===== src/rtl/mesi_pkg.sv =====
package mesi_pkg;
  typedef enum logic [1:0] {
    ST_I = 2'b00,
    ST_S = 2'b01,
    ST_E = 2'b10,
    ST_M = 2'b11
  } mesi_e;

  typedef enum logic [1:0] {
    BUS_IDLE = 2'b00,
    BUS_RD   = 2'b01,
    BUS_RDX  = 2'b10,
    BUS_WB   = 2'b11
  } bus_op_e;

  typedef enum logic [1:0] {
    REQ_LD   = 2'b00,
    REQ_ST   = 2'b01,
    REQ_SWAP = 2'b10,
    REQ_RSVD = 2'b11
  } req_e;
endpackage


===== src/rtl/mesi_arbiter.sv =====
module mesi_arbiter #(
  parameter int N_REQ = 2,
  parameter int PRIO  = 0
) (
  input  logic             clk_i,
  input  logic             rst_ni,
  input  logic [N_REQ-1:0] req_i,
  output logic [N_REQ-1:0] grant_o
);
  localparam int IDX_W = (N_REQ > 1) ? $clog2(N_REQ) : 1;

  always_comb begin
    logic found;
    found   = 1'b0;
    grant_o = '0;
    for (int i = 0; i < N_REQ; i++) begin
      int unsigned idx;
      idx = (PRIO + i) % N_REQ;
      if (!found && req_i[idx[IDX_W-1:0]]) begin
        grant_o[idx[IDX_W-1:0]] = 1'b1;
        found = 1'b1;
      end
    end
  end

  AST_GRANT_ONEHOT: assert property (@(posedge clk_i) disable iff (!rst_ni)
    $onehot0(grant_o));
  AST_GRANT_HAS_REQ: assert property (@(posedge clk_i) disable iff (!rst_ni)
    (grant_o != '0) |-> ((grant_o & req_i) == grant_o));
  AST_TIE_PRIO: assert property (@(posedge clk_i) disable iff (!rst_ni)
    (&req_i) |-> grant_o[PRIO]);
endmodule


===== src/rtl/mesi_mem.sv =====
module mesi_mem #(
  parameter int DATA_W = 8
) (
  input  logic              clk_i,
  input  logic              rst_ni,
  input  logic              wr_en_i,
  input  logic [DATA_W-1:0] wr_data_i,
  output logic [DATA_W-1:0] rdata_o
);
  logic [DATA_W-1:0] word_q;

  always_ff @(posedge clk_i or negedge rst_ni) begin
    if (!rst_ni)      word_q <= '0;
    else if (wr_en_i) word_q <= wr_data_i;
  end

  assign rdata_o = word_q;
endmodule


===== src/rtl/mesi_cache.sv =====
module mesi_cache
  import mesi_pkg::*;
#(
  parameter int          DATA_W     = 8,
  parameter int unsigned LOCKED_VAL = 1
) (
  input  logic              clk_i,
  input  logic              rst_ni,
  input  logic              req_valid_i,
  input  req_e              req_op_i,
  input  logic [DATA_W-1:0] req_wdata_i,
  input  logic              grant_i,
  input  bus_op_e           snoop_op_i,
  input  mesi_e             peer_state_i,
  input  logic [DATA_W-1:0] bus_rdata_i,
  output logic              bus_req_o,
  output bus_op_e           bus_op_o,
  output mesi_e             state_o,
  output logic [DATA_W-1:0] line_o,
  output logic              done_o,
  output logic [DATA_W-1:0] rdata_o
);
  localparam logic [DATA_W-1:0] LOCKED = DATA_W'(LOCKED_VAL);

  typedef enum logic {F_IDLE, F_WAIT} fsm_e;

  fsm_e              fsm_q, fsm_d;
  mesi_e             st_q, st_d;
  bus_op_e           bop_q, bop_d;
  req_e              op_q, op_d;
  logic [DATA_W-1:0] line_q, line_d, wdata_q, wdata_d, rdata_q, rdata_d;
  logic              race_q, race_d, done_q, done_d;
  logic              snooping, owned;

  assign snooping = (snoop_op_i != BUS_IDLE);
  assign owned    = (st_q == ST_E) || (st_q == ST_M);

  always_comb begin
    fsm_d   = fsm_q;
    st_d    = st_q;
    bop_d   = bop_q;
    op_d    = op_q;
    line_d  = line_q;
    wdata_d = wdata_q;
    rdata_d = rdata_q;
    race_d  = race_q;
    done_d  = 1'b0;

    // peer transaction on the bus
    if (snoop_op_i == BUS_RD && st_q != ST_I) st_d = ST_S;
    if (snoop_op_i == BUS_RDX)                st_d = ST_I;

    unique case (fsm_q)
      F_IDLE: begin
        if (req_valid_i && !snooping) begin
          op_d    = req_op_i;
          wdata_d = req_wdata_i;
          case (req_op_i)
            REQ_ST: begin
              if (owned) begin
                line_d  = req_wdata_i;
                st_d    = ST_M;
                rdata_d = req_wdata_i;
                done_d  = 1'b1;
              end else begin
                fsm_d  = F_WAIT;
                bop_d  = BUS_RDX;
                race_d = 1'b0;
              end
            end
            REQ_SWAP: begin
              if (owned) begin
                rdata_d = line_q;
                line_d  = req_wdata_i;
                st_d    = ST_M;
                done_d  = 1'b1;
              end else begin
                // read phase done from the Shared copy; invalidate still pending
                fsm_d  = F_WAIT;
                bop_d  = BUS_RDX;
                race_d = (st_q == ST_S);
              end
            end
            default: begin
              if (st_q != ST_I) begin
                rdata_d = line_q;
                done_d  = 1'b1;
              end else begin
                fsm_d  = F_WAIT;
                bop_d  = BUS_RD;
                race_d = 1'b0;
              end
            end
          endcase
        end
      end
      F_WAIT: begin
        if (grant_i) begin
          fsm_d  = F_IDLE;
          done_d = 1'b1;
          race_d = 1'b0;
          if (bop_q == BUS_RD) begin
            line_d  = bus_rdata_i;
            rdata_d = bus_rdata_i;
            st_d    = (peer_state_i != ST_I) ? ST_S : ST_E;
          end else begin
            rdata_d = (op_q == REQ_ST) ? wdata_q : bus_rdata_i;
            line_d  = wdata_q;
            st_d    = ST_M;
          end
        end else if (race_q && snoop_op_i == BUS_RDX) begin
          // lost the upgrade race: the earlier read is stale
          fsm_d   = F_IDLE;
          done_d  = 1'b1;
          rdata_d = LOCKED;
          race_d  = 1'b0;
        end
      end
      default: fsm_d = F_IDLE;
    endcase
  end

  always_ff @(posedge clk_i or negedge rst_ni) begin
    if (!rst_ni) begin
      fsm_q   <= F_IDLE;
      st_q    <= ST_I;
      bop_q   <= BUS_IDLE;
      op_q    <= REQ_LD;
      line_q  <= '0;
      wdata_q <= '0;
      rdata_q <= '0;
      race_q  <= 1'b0;
      done_q  <= 1'b0;
    end else begin
      fsm_q   <= fsm_d;
      st_q    <= st_d;
      bop_q   <= bop_d;
      op_q    <= op_d;
      line_q  <= line_d;
      wdata_q <= wdata_d;
      rdata_q <= rdata_d;
      race_q  <= race_d;
      done_q  <= done_d;
    end
  end

  assign bus_req_o = (fsm_q == F_WAIT);
  assign bus_op_o  = (fsm_q == F_WAIT) ? bop_q : BUS_IDLE;
  assign state_o   = st_q;
  assign line_o    = line_q;
  assign done_o    = done_q;
  assign rdata_o   = rdata_q;

  AST_SILENT_UPGRADE: assert property (@(posedge clk_i) disable iff (!rst_ni)
    (st_q == ST_E) |=> (st_q != ST_M || !$past(bus_req_o)));
  AST_LOSER_LOCKED: assert property (@(posedge clk_i) disable iff (!rst_ni)
    (fsm_q == F_WAIT && race_q && snoop_op_i == BUS_RDX && !grant_i)
      |=> (done_o && rdata_o == LOCKED && st_q == ST_I));
  AST_RDX_WINS_M: assert property (@(posedge clk_i) disable iff (!rst_ni)
    (grant_i && bus_op_o == BUS_RDX) |=> (st_q == ST_M && done_o));
endmodule


===== src/rtl/mesi_swap_pair.sv =====
module mesi_swap_pair
  import mesi_pkg::*;
#(
  parameter int          DATA_W     = 8,
  parameter int          PRIO_CACHE = 0,
  parameter int unsigned LOCKED_VAL = 1
) (
  input  logic                clk_i,
  input  logic                rst_ni,
  input  logic [1:0]          req_valid_i,
  input  logic [3:0]          req_op_i,
  input  logic [2*DATA_W-1:0] req_wdata_i,
  output logic [1:0]          done_o,
  output logic [2*DATA_W-1:0] rdata_o,
  output logic [3:0]          state_o,
  output logic [1:0]          bus_op_o,
  output logic [1:0]          bus_grant_o
);
  localparam int N_CACHE = 2;

  mesi_e             st_w   [N_CACHE];
  bus_op_e           bop_w  [N_CACHE];
  logic [DATA_W-1:0] line_w [N_CACHE];
  logic [N_CACHE-1:0] breq_w, grant_w;
  logic [DATA_W-1:0] mem_rdata, mem_wdata;
  logic              mem_we;

  mesi_arbiter #(.N_REQ(N_CACHE), .PRIO(PRIO_CACHE)) u_arb (
    .clk_i  (clk_i),
    .rst_ni (rst_ni),
    .req_i  (breq_w),
    .grant_o(grant_w)
  );

  mesi_mem #(.DATA_W(DATA_W)) u_mem (
    .clk_i    (clk_i),
    .rst_ni   (rst_ni),
    .wr_en_i  (mem_we),
    .wr_data_i(mem_wdata),
    .rdata_o  (mem_rdata)
  );

  for (genvar c = 0; c < N_CACHE; c++) begin : g_cache
    localparam int PEER = N_CACHE - 1 - c;
    bus_op_e           snoop;
    logic [DATA_W-1:0] brdata;

    assign snoop  = grant_w[PEER] ? bop_w[PEER] : BUS_IDLE;
    assign brdata = (st_w[PEER] == ST_M) ? line_w[PEER] : mem_rdata;

    mesi_cache #(.DATA_W(DATA_W), .LOCKED_VAL(LOCKED_VAL)) u_cache (
      .clk_i       (clk_i),
      .rst_ni      (rst_ni),
      .req_valid_i (req_valid_i[c]),
      .req_op_i    (req_e'(req_op_i[2*c +: 2])),
      .req_wdata_i (req_wdata_i[DATA_W*c +: DATA_W]),
      .grant_i     (grant_w[c]),
      .snoop_op_i  (snoop),
      .peer_state_i(st_w[PEER]),
      .bus_rdata_i (brdata),
      .bus_req_o   (breq_w[c]),
      .bus_op_o    (bop_w[c]),
      .state_o     (st_w[c]),
      .line_o      (line_w[c]),
      .done_o      (done_o[c]),
      .rdata_o     (rdata_o[DATA_W*c +: DATA_W])
    );

    assign state_o[2*c +: 2] = st_w[c];
  end

  // granted op on the bus; a Modified peer flushes into memory in the same cycle
  always_comb begin
    bus_op_o  = BUS_IDLE;
    mem_we    = 1'b0;
    mem_wdata = mem_rdata;
    for (int c = 0; c < N_CACHE; c++) begin
      if (grant_w[c]) begin
        bus_op_o = bop_w[c];
        if (st_w[N_CACHE-1-c] == ST_M) begin
          mem_we    = 1'b1;
          mem_wdata = line_w[N_CACHE-1-c];
        end
      end
    end
  end

  assign bus_grant_o = grant_w;

  AST_SINGLE_OWNER: assert property (@(posedge clk_i) disable iff (!rst_ni)
    (st_w[0] == ST_E || st_w[0] == ST_M || st_w[1] == ST_E || st_w[1] == ST_M)
      |-> (st_w[0] == ST_I || st_w[1] == ST_I));
  AST_NO_WB_ISSUED: assert property (@(posedge clk_i) disable iff (!rst_ni)
    bus_op_o != BUS_WB);
endmodule


===== config.mk =====
export PLATFORM = sky130hd
export DESIGN_NAME = mesi_swap_pair
export DESIGN_NICKNAME = d
export VERILOG_FILES = /design/src/rtl/mesi_pkg.sv /design/src/rtl/mesi_arbiter.sv /design/src/rtl/mesi_mem.sv /design/src/rtl/mesi_cache.sv /design/src/rtl/mesi_swap_pair.sv
export SDC_FILE = /design/constraint.sdc
export NUM_CORES = 1
export LEC_CHECK = 0
export CELL_PAD_IN_SITES_DETAIL_PLACEMENT = 0
export CELL_PAD_IN_SITES_GLOBAL_PLACEMENT = 1
export CORE_AREA = 3 3 107 109
export DETAILED_ROUTE_END_ITERATION = 10
export DIE_AREA = 0 0 110 112
export PLACE_DENSITY = 0.84
export SLEW_MARGIN = 15
export SYNTH_ARGS = -nofsm -noshare
export SYNTH_HDL_FRONTEND = slang
export SYNTH_SLANG_ARGS = --single-unit

===== constraint.sdc =====
create_clock -name clk_i -period 1.7 [get_ports clk_i]
set_input_delay 0.425 -clock clk_i [delete_from_list [all_inputs] [get_ports clk_i]]
set_output_delay 0.425 -clock clk_i [all_outputs]
set_load 0.03 [all_outputs]

==> results of run 1 <==
-- registers in the layout, summed over array words and instances, names as in the netlist, 2 cells and up --
signal,cells
g_cache.u_cache.bop_q,4
g_cache.u_cache.bus_req_o,2
g_cache.u_cache.done_o,2
g_cache.u_cache.line_o,16
g_cache.u_cache.op_q,4
g_cache.u_cache.rdata_o,16
g_cache.u_cache.state_o,4
g_cache.u_cache.wdata_q,16
u_mem.rdata_o,8
-- timing repair --
item,CTS,global route
cloned,1,1
buffers inserted,8,10
pin swaps,7,9
endpoints found under the setup margin,66,61
endpoints found under the hold margin,0,0
resized for setup,50,51
-- how the worst max path moves through the flow --
stage / cells past startpoint / slack, ps / endpoint / startpoint
global route: 7 / -150 / g_cache[1].u_cache.rdata_o[6] / g_cache[0].u_cache.bus_req_o
CTS: 5 / -170 / bus_op_o[0] / g_cache[1].u_cache.bus_req_o
finish: 5 / -110 / bus_op_o[0] / g_cache[1].u_cache.bus_req_o
detailed placement: 8 / -650 / g_cache[0].u_cache.rdata_o[0] / req_op_i[0]
global placement: 8 / -620 / g_cache[0].u_cache.rdata_o[0] / req_op_i[0]
floorplan: 5 / -80 / g_cache[0].u_cache.rdata_o[0] / req_op_i[0]
-- area by class of cell --
class	count	area, sq um
sequential	73	1830
tap	140	175
inverter	15	78.8
multi-input combinational	293	2460
timing repair buffer	137	1270
clock inverter	6	60.1
fill	957	4700
clock buffer	9	124
-- cells in the final DEF (no fill, tap or decap), types with 3 or more instances in the layout --
cell type        netlist  layout
dlygate4sd2_1          0      22
clkdlybuf4s50_1        0      18
mux2_4                 8      27
o31ai_1                8       6
nor2_1                27      25
inv_1                 13       9
a22oi_1                3       3
nand4_1                4       4
buf_4                  5      65
mux2_2                37      19
o21ai_1                0       3
nand2_1               17      16
nor2b_1                6       4
dfrtp_2                0       6
a221o_1                7       7
clkinv_2               1       3
clkbuf_8               0       9
o21ai_4                0       3
a221oi_2               0       8
buf_6                  2      18
o22ai_1               16      16
a21oi_1               31      30
and3_1                15      15
buf_12                 0       7
o21ai_0               26      20
clkbuf_2               1       4
mux2i_1               20      20
a31oi_1                9       9
dfrtp_1               73      67
nand3_1               11      11
-- kinds of logic (layout without fill, tap and decap cells) --
kind of cell	Yosys count	in the layout	share of synthesized area, %
AOI/OAI and AO/OA	127	127	20.2
xor gates and xnor gates	1	1	0.208
adders and majority gates	4	4	1.19
buffers and inverters	52	167	5.90
DFF	73	73	43.3
muxes	66	66	17.7
and+or+nand+nor	95	95	11.5
-- stage by stage --
stage | cell area (sq um) | utilization [%] | setup WS [ps]
finish | 6000 | 56.1 | -109
detailed placement | 5450 | 50.9 | -646
floorplan | 4410 | - | -84.2
CTS | 5760 | 53.8 | -165
global route | 6000 | 56.1 | -149
global placement | 5450 | 50.9 | -622
-- power groups by stage --
stage | Sequential, uW | Combinational [uW] | Clock [uW]
global route | 3140 | 4900 | 1420
floorplan | 3250 | 2440 | 0
detailed placement | 3040 | 4210 | 0
finish | 3050 | 4550 | 1320
global placement | 3010 | 4110 | 0
CTS | 3010 | 4230 | 1340
-- worst reg2reg max path, cell delays in order (launching register included) --
cell     delay, ps
dfrtp_1        400
buf_6          130
buf_6          120
and3b_1        170
a211o_1        280
a21oi_4        160
buf_12         150
mux2_4         300
-- layer usage --
layer	share of wire (%)	vias to the layer above	routed length, microns	global-route usage [%]
met2	49	81	5900	31.1
met4	1.1	0	129	5.32
met1	46	1826	5520	27.4
met3	4.1	13	491	3.77
met5	0	-	0	0
li1	-	1777	-	-
==> flow_summary.ini, run 1 <==
[pwr]
p_total_uw = 8920
pwr-share-clk_pct = 14.8
switching_share_pct = 40.5
cellPowerDensity_mw_per_mm2 = 1490
p_int_uw = 5310
p_switching_uw = 3610
p_seq_share_pct = 34.2
p_leak_uw = 0.00266
power_frac_comb_pct = 51.0
peakVddDrop_uv = 855

[placed_design]
portBuffers = 49
placed_cells = 640
place_congestion = 0.806
hpwl_mm = 8.77

[yosys]
yosys.area.top_type_share_pct = 43.3
avgSynthCellArea_sq_um = 10.1
syn_inst = 418
synth_ff_type = dfrtp_1
synth_largest_area_cell = dfrtp_1
synth_area_leaders = dfrtp_1 (43%), mux2_2 (9.9%), mux2i_1 (4.7%)
synth-seq-cells = 73
syn_nets = 446
synth_async_sr_flop_share_pct = 100
post-synth-top-count-cell = dfrtp_1
syn_area_sq_mm = 0.00422
synth-edff-count = 0
yosysUniqueCellTypes = 57
yosysWarnings = 0
synth_common_cells = dfrtp_1 (73), mux2_2 (37), a21oi_1 (31)
seq_area_frac_synth_pct = 43.3

[sta]
max_freq_mhz = 553
tightest_slew_ps = 623
setup_tns_ps = -1010
post-route-min-period_ps = 1810
slew_viol_final = 0
grt_setup_unrepaired = true
slew_headroom_pct = 58.3
worst_clock_skew_ps = 10.2
hold_viol_final = 0
whs_ps = 9.32
setup_viol = 11
timing.final.ws_setup_ps = -109
fin_crit_sh_pct = 106

[drt]
wire_per_inst_microns = 17.9
drtIter0Drc = 205
drc = 0
ant_nets = 0
first_pass_iters = 4
vias_per_cell = 5.49
vias = 3697
drt_wl_total_mm = 12.0

[worst_setup_path]
reg2reg_depth = 7
slowest_delay_ps = 440
worst-endpoint-required_ps = 1270
cp-start-kind = flop
crit_fanout = 4
r2r-end = g_cache[1].u_cache.rdata_o[5]
cp_num_buf_inv = 3
crit_chain = nand2b_4 -> clkinv_4 -> buf_6 -> a22o_1 -> buf_6
worstSetupPathType = reg2out
critPathTopFamily = flip-flops
r2r_setup_slack_ps = -100
worstPathArrival_ps = 1380
slowest_stage = dfrtp_2
crit_top_cell = buf_6
r2r-start = g_cache[0].u_cache.bus_req_o
endpoint_kind = primary output

[grt]
antenna_found_initial = 0
groute.usage.overall_pct = 19.6
grt_max_degree = 34
grt_pass1_wl_mm = 19.1
grt_overflow = 0
grt_pass1_vias = 3745

[cts]
cts_made_buffers = 9
worstSkewPairLatency_ps = 350
cts_max_path_buffers = 2
clk_root_buffer_cell = clkbuf_8
holdBufCountCts = 0
clock_sinks = 73
cts.clk_slew.worst_paths_ps = 80
cts_tree = built
htree_levels = 3

[die]
die_area_sq_mm = 0.0123
core_area_sq_mm = 0.0107
die_y_microns = 112
die_w_microns = 110
ios = 50
num_rows = 38
initial_utilization_pct = 39.5

[job]
drv_cap = 0

[run_status]
status = finished with violations
violations = setup timing

[final_layout]
fin_cells = 673
layout-drive-gt1-share_pct = 38.8
nets = 557
syn_to_final_growth_pct = 42.2
n_antenna_cell = 0

[hold_path]
min_path_type = in2async
(Power assumes the default switching activity.)
==> run 2, diff against run 1 <==
--- a/config.mk
+++ b/config.mk
@@ -7,9 +7,9 @@
 export LEC_CHECK = 0
 export CELL_PAD_IN_SITES_DETAIL_PLACEMENT = 0
 export CELL_PAD_IN_SITES_GLOBAL_PLACEMENT = 1
-export CORE_AREA = 3 3 107 109
+export CORE_AREA = 3 3 150 79
 export DETAILED_ROUTE_END_ITERATION = 10
-export DIE_AREA = 0 0 110 112
+export DIE_AREA = 0 0 153 82
 export PLACE_DENSITY = 0.84
 export SLEW_MARGIN = 15
 export SYNTH_ARGS = -nofsm -noshare
==> run 2 against run 1 <==
Net effect:
- the flow still finishes with violations (setup timing)
- wire length grew 5.7%
- via count is 2.9% higher
- final cell count decreased by 0.74%
- critical path depth fell by 1
- clock power rose by 48%
- maximum frequency decreased by 2.2%
- final area is 0.25% lower
- clock skew fell by 3.4 ps
- combinational power down 3%
- register-to-register slack got worse by 30 ps
- worst setup slack worse by 40 ps
- critical endpoint unchanged
- highest routed layer unchanged
==> flow_summary.ini, run 2 (synthesis gave the netlist of run 1 again) <==
[run_status]
status = finished with violations
violations = setup timing

[sta]
max_freq_mhz = 541
setup_tns_ps = -1170
slew_viol_final = 0
setup_viol = 11
grt_setup_unrepaired = true
slew_headroom_pct = 68.7
fin_crit_sh_pct = 109
post-route-min-period_ps = 1850
timing.final.ws_setup_ps = -149
hold_viol_final = 0
tightest_slew_ps = 469
worst_clock_skew_ps = 6.75

[cts]
clk_root_buffer_cell = clkbuf_16
htree_levels = 3
cts.clk_slew.worst_paths_ps = 60
cts_made_buffers = 9
cts_max_path_buffers = 2
clock_sinks = 73
worstSkewPairLatency_ps = 340
cts_tree = built
holdBufCountCts = 0

[drt]
drc = 0
first_pass_iters = 5
drt_wl_total_mm = 12.7
ant_nets = 0
vias = 3804
vias_per_cell = 5.69
drtIter0Drc = 310
wire_per_inst_microns = 19.1

[grt]
grt_overflow = 0
antenna_found_initial = 0
grt_max_degree = 37
groute.usage.overall_pct = 20.6
grt_pass1_vias = 3917
grt_pass1_wl_mm = 20.4

[final_layout]
n_antenna_cell = 0
layout-drive-gt1-share_pct = 36.3
final_common_cell = dfrtp_1
most-common-layout-cells = dfrtp_1 (65), buf_4 (64), a21oi_1 (30)
final_util_pct = 55.5
nets = 546
syn_to_final_growth_pct = 41.8

[die]
die_w_microns = 153
core_area_sq_mm = 0.0108
die_area_sq_mm = 0.0125
ios = 50
initial_utilization_pct = 39.2
die_y_microns = 82
num_rows = 27

[worst_setup_path]
crit_fanout = 8
slowest_stage = dfrtp_2
crit_chain = buf_6 -> buf_6 -> a22o_1 -> buf_6
cp-start-kind = flop
worstPathArrival_ps = 1420
crit_top_cell = buf_6
worstSetupPathType = reg2out
endpoint_kind = primary output
worst-endpoint-required_ps = 1270
slowest_delay_ps = 420

[pwr]
peakVddDrop_uv = 543
cellPowerDensity_mw_per_mm2 = 1570
p_leak_uw = 0.00262
p_total_uw = 9370

[placed_design]
pre_cts_ws_ps = -644
place_congestion = 0.881
portBuffers = 49
hpwl_mm = 8.93

[job]
drv_cap = 0

[hold_path]
min_path_type = in2async
-- run 2: changes by cell type in the layout (fill, tap and decap cells not counted), moves of 3 or more --
cell,change
a221oi_1,+9
clkbuf_16,+9
a221oi_2,-8
buf_6,-8
clkbuf_8,-8
clkbuf_2,-4
clkdlybuf4s15_1,+3
-- run 2: final timing paths --
| kind | start | end | slack (ps) | depth (start not counted) |
|---|---|---|---|---|
| worst max-delay path | g_cache[0].u_cache.bus_req_o | bus_op_o[0] | -150 | 4 |
| worst min-delay path | rst_ni | g_cache[0].u_cache.wdata_q[0] | 3 | 1 |
| worst max register to register | g_cache[0].u_cache.bus_req_o | g_cache[1].u_cache.rdata_o[0] | -130 | 6 |
| worst min register to register | g_cache[1].u_cache.op_q[1] | g_cache[1].u_cache.op_q[1] | 490 | 2 |
| max in group asynchronous | rst_ni | u_mem.rdata_o[5] | 1080 | 2 |
| min in group clk_i | g_cache[1].u_cache.op_q[1] | g_cache[1].u_cache.op_q[1] | 490 | 2 |
-- run 2: worst max-delay path: cells and delay by family, from the launching register on --
| family | cells | cell delay [ps] |
|---|---|---|
| AOI/OAI and AO/OA | 1 | 220 |
| buffers and inverters | 3 | 440 |
| DFF | 1 | 420 |
-- run 2: stage by stage --
stage               hold slack, ps  instance area, sq um  cells
floorplan                      129                  4410    418
global placement               369                  5410    642
detailed placement             376                  5410    642
CTS                           11.3                  5890    665
global route                  23.9                  5990    668
finish                        3.39                  5990    668
-- run 2: final cells by class --
cell class,count,area (sq um)
Clock buffer,10,239
Multi-Input combinational cell,293,2380
Clock inverter,6,67.6
Sequential cell,73,1840
Timing Repair Buffer,126,1200
Inverter,15,78.8
Fill cell,922,4790
Tap cell,145,181
-- run 2: repair_timing --
item | CTS | global route
setup endpoints to repair | 75 | 64
pin swaps | 7 | 5
gates cloned | 1 | 1
setup buffers | 6 | 4
gates resized for setup | 62 | 22
-- run 2: routing by layer --
metal  wire (microns)  part of all wire, %  global-route usage [%]  up-vias
met5                0                    0                       0        -
met3              819                  6.4                    6.47       11
met1             6290                   49                    29.5     1882
met4              111                 0.87                    3.56        0
met2             5510                   43                    31.0      144
li1                 -                    -                       -     1767
-- run 2: power breakdown --
| group | internal [uW] | leakage [uW] | switching, uW |
|---|---|---|---|
| combinational | 2190 | 0.00164 | 2210 |
| clock | 1180 | 0.000145 | 771 |
| sequential | 2400 | 0.000835 | 613 |
==> run 3, diff against run 2 <==
--- a/config.mk
+++ b/config.mk
@@ -10,6 +10,7 @@
 export CORE_AREA = 3 3 150 79
 export DETAILED_ROUTE_END_ITERATION = 10
 export DIE_AREA = 0 0 153 82
+export MAX_ROUTING_LAYER = met4
 export PLACE_DENSITY = 0.84
 export SLEW_MARGIN = 15
 export SYNTH_ARGS = -nofsm -noshare
==> run 3 against run 2 <==
Net effect:
- the flow finishes with violations (hold timing, setup timing)
- via count down 0.76%
- sequential power about the same
- utilization unchanged
- first-iteration DRC count rose by 18%
- total power hardly changed
- register-to-register slack barely moved
- clock power is essentially flat
- sequential cell count stayed put
- critical path depth stayed put
- final cell count did not move
- die area unchanged
- non-clock buffer count stayed put
- largest cell class unchanged
- largest power group unchanged
- highest routed layer unchanged
==> flow_summary.ini, run 3 (synthesis gave the netlist of run 1 again) <==
[final_layout]
nets = 546
n_antenna_cell = 0
final_common_cell = dfrtp_1
n_fill_cell = 922
most-common-layout-cells = dfrtp_1 (65), buf_4 (64), a21oi_1 (30)
final_util_pct = 55.5
layout-drive-gt1-share_pct = 36.3
syn_to_final_growth_pct = 41.8

[die]
ios = 50
num_rows = 27
die_area_sq_mm = 0.0125
die_w_microns = 153
initial_utilization_pct = 39.2
die_y_microns = 82
core_area_sq_mm = 0.0108

[worst_setup_path]
crit_chain = buf_6 -> buf_6 -> a22o_1 -> buf_6
r2r-start = g_cache[0].u_cache.bus_req_o
reg2reg_depth = 6
crit_top_cell = buf_6
crit_start = g_cache[0].u_cache.bus_req_o
worstPathArrival_ps = 1420
worst-endpoint-required_ps = 1270
slowest_stage = dfrtp_2
worstSetupPathType = reg2out
r2r_setup_slack_ps = -120
r2r-end = g_cache[1].u_cache.rdata_o[0]
cp-start-kind = flop
endpoint_kind = primary output
crit_fanout = 8
slowest_delay_ps = 420

[cts]
cts_max_path_buffers = 2
cts_tree = built
worstSkewPairLatency_ps = 340
clk_root_buffer_cell = clkbuf_16
clock_sinks = 73
cts.clk_slew.worst_paths_ps = 60
htree_levels = 3
cts_made_buffers = 9

[drt]
drtIter0Drc = 366
wire_per_inst_microns = 19.0
top_layer = met4
drt_wl_total_mm = 12.7
drt-met1-wl_mm = 6.19
dr_wl_met3_microns = 867
ant_nets = 0
vias_per_cell = 5.65
vias = 3775
drc = 0
met2WireLength_mm = 5.47
first_pass_iters = 5

[sta]
grt_setup_unrepaired = true
fin_crit_sh_pct = 109
slew_viol_final = 0
timing.final.ws_setup_ps = -148
whs_ps = -1.98
slew_headroom_pct = 68.5
hold_viol_final = 3
max_freq_mhz = 541
post-route-min-period_ps = 1850
setup_viol = 10
worst_clock_skew_ps = 7.36
tightest_slew_ps = 473

[pwr]
p_total_uw = 9370
peakVddDrop_uv = 541
cellPowerDensity_mw_per_mm2 = 1570
p_leak_uw = 0.00262

[run_status]
violations = hold timing, setup timing
status = finished with violations

[grt]
grt_pass1_wl_mm = 20.5
groute.usage.overall_pct = 21.3
antenna_found_initial = 0
grt_max_degree = 37
grt_pass1_vias = 3912
grt_overflow = 0

[job]
drv_cap = 0

[placed_design]
portBuffers = 49
hpwl_mm = 8.93
place_congestion = 0.896

[hold_path]
min_path_type = in2async
-- run 3: cell counts in the layout (fill, tap and decap cells not counted) --
Identical to the previous run, type by type.
-- run 3: cell type report --
class / count / area, sq um / area share [%]
clock inverter: 6 / 67.6 / 1.13
inverter: 15 / 78.8 / 1.32
multi-input combinational: 293 / 2380 / 39.8
clock buffer: 10 / 239 / 3.99
timing repair buffer: 126 / 1200 / 20.1
sequential: 73 / 1840 / 30.7
tap: 145 / 181 / 3.03
-- run 3: layer usage --
metal,GRT usage (%),vias up
li1,-,1764
met1,29.8,1850
met2,31.1,142
met3,6.21,19
met4,3.56,0
met5,-,-
-- run 3: worst max-delay path by stage --
stage                                    endpoint  slack (ps)  cells past startpoint
floorplan           g_cache[0].u_cache.rdata_o[0]         -80                      5
global placement    g_cache[0].u_cache.rdata_o[0]        -630                      8
detailed placement  g_cache[0].u_cache.rdata_o[0]        -640                      8
CTS                                   bus_op_o[0]        -150                      5
global route                          bus_op_o[0]        -190                      5
finish                                bus_op_o[0]        -150                      4
-- run 3: worst max-delay path: cells and delay by family, from the launching register on --
family | cells | cell delay (ps)
flip-flops | 1 | 420
buffers and inverters | 3 | 440
AO/OA/AOI/OAI | 1 | 220
-- run 3: what timing repair did --
action / 4_1_cts / 5_1_grt
endpoints found under the setup margin: 75 / 64
pin swaps: 7 / 5
resized for setup: 62 / 22
hold buffers: 0 / 0
buffers inserted: 6 / 4
cloned: 1 / 1
-- run 3: where the power goes --
| part | total, uW | switching (uW) | internal, uW |
|---|---|---|---|
| Clock | 1950 | 774 | 1180 |
| Combinational | 4410 | 2210 | 2190 |
| Sequential | 3010 | 613 | 2400 |
-- run 3: stage by stage --
step	hold slack [ps]	area [sq um]	setup slack [ps]	TNS [ps]	instances
floorplan	129	4410	-84.2	-440	418
global placement	369	5410	-626	-22210	642
detailed placement	376	5410	-644	-24530	642
CTS	11.3	5890	-147	-886	665
global route	23.9	5990	-189	-1610	668
finish	-1.98	5990	-148	-1130	668
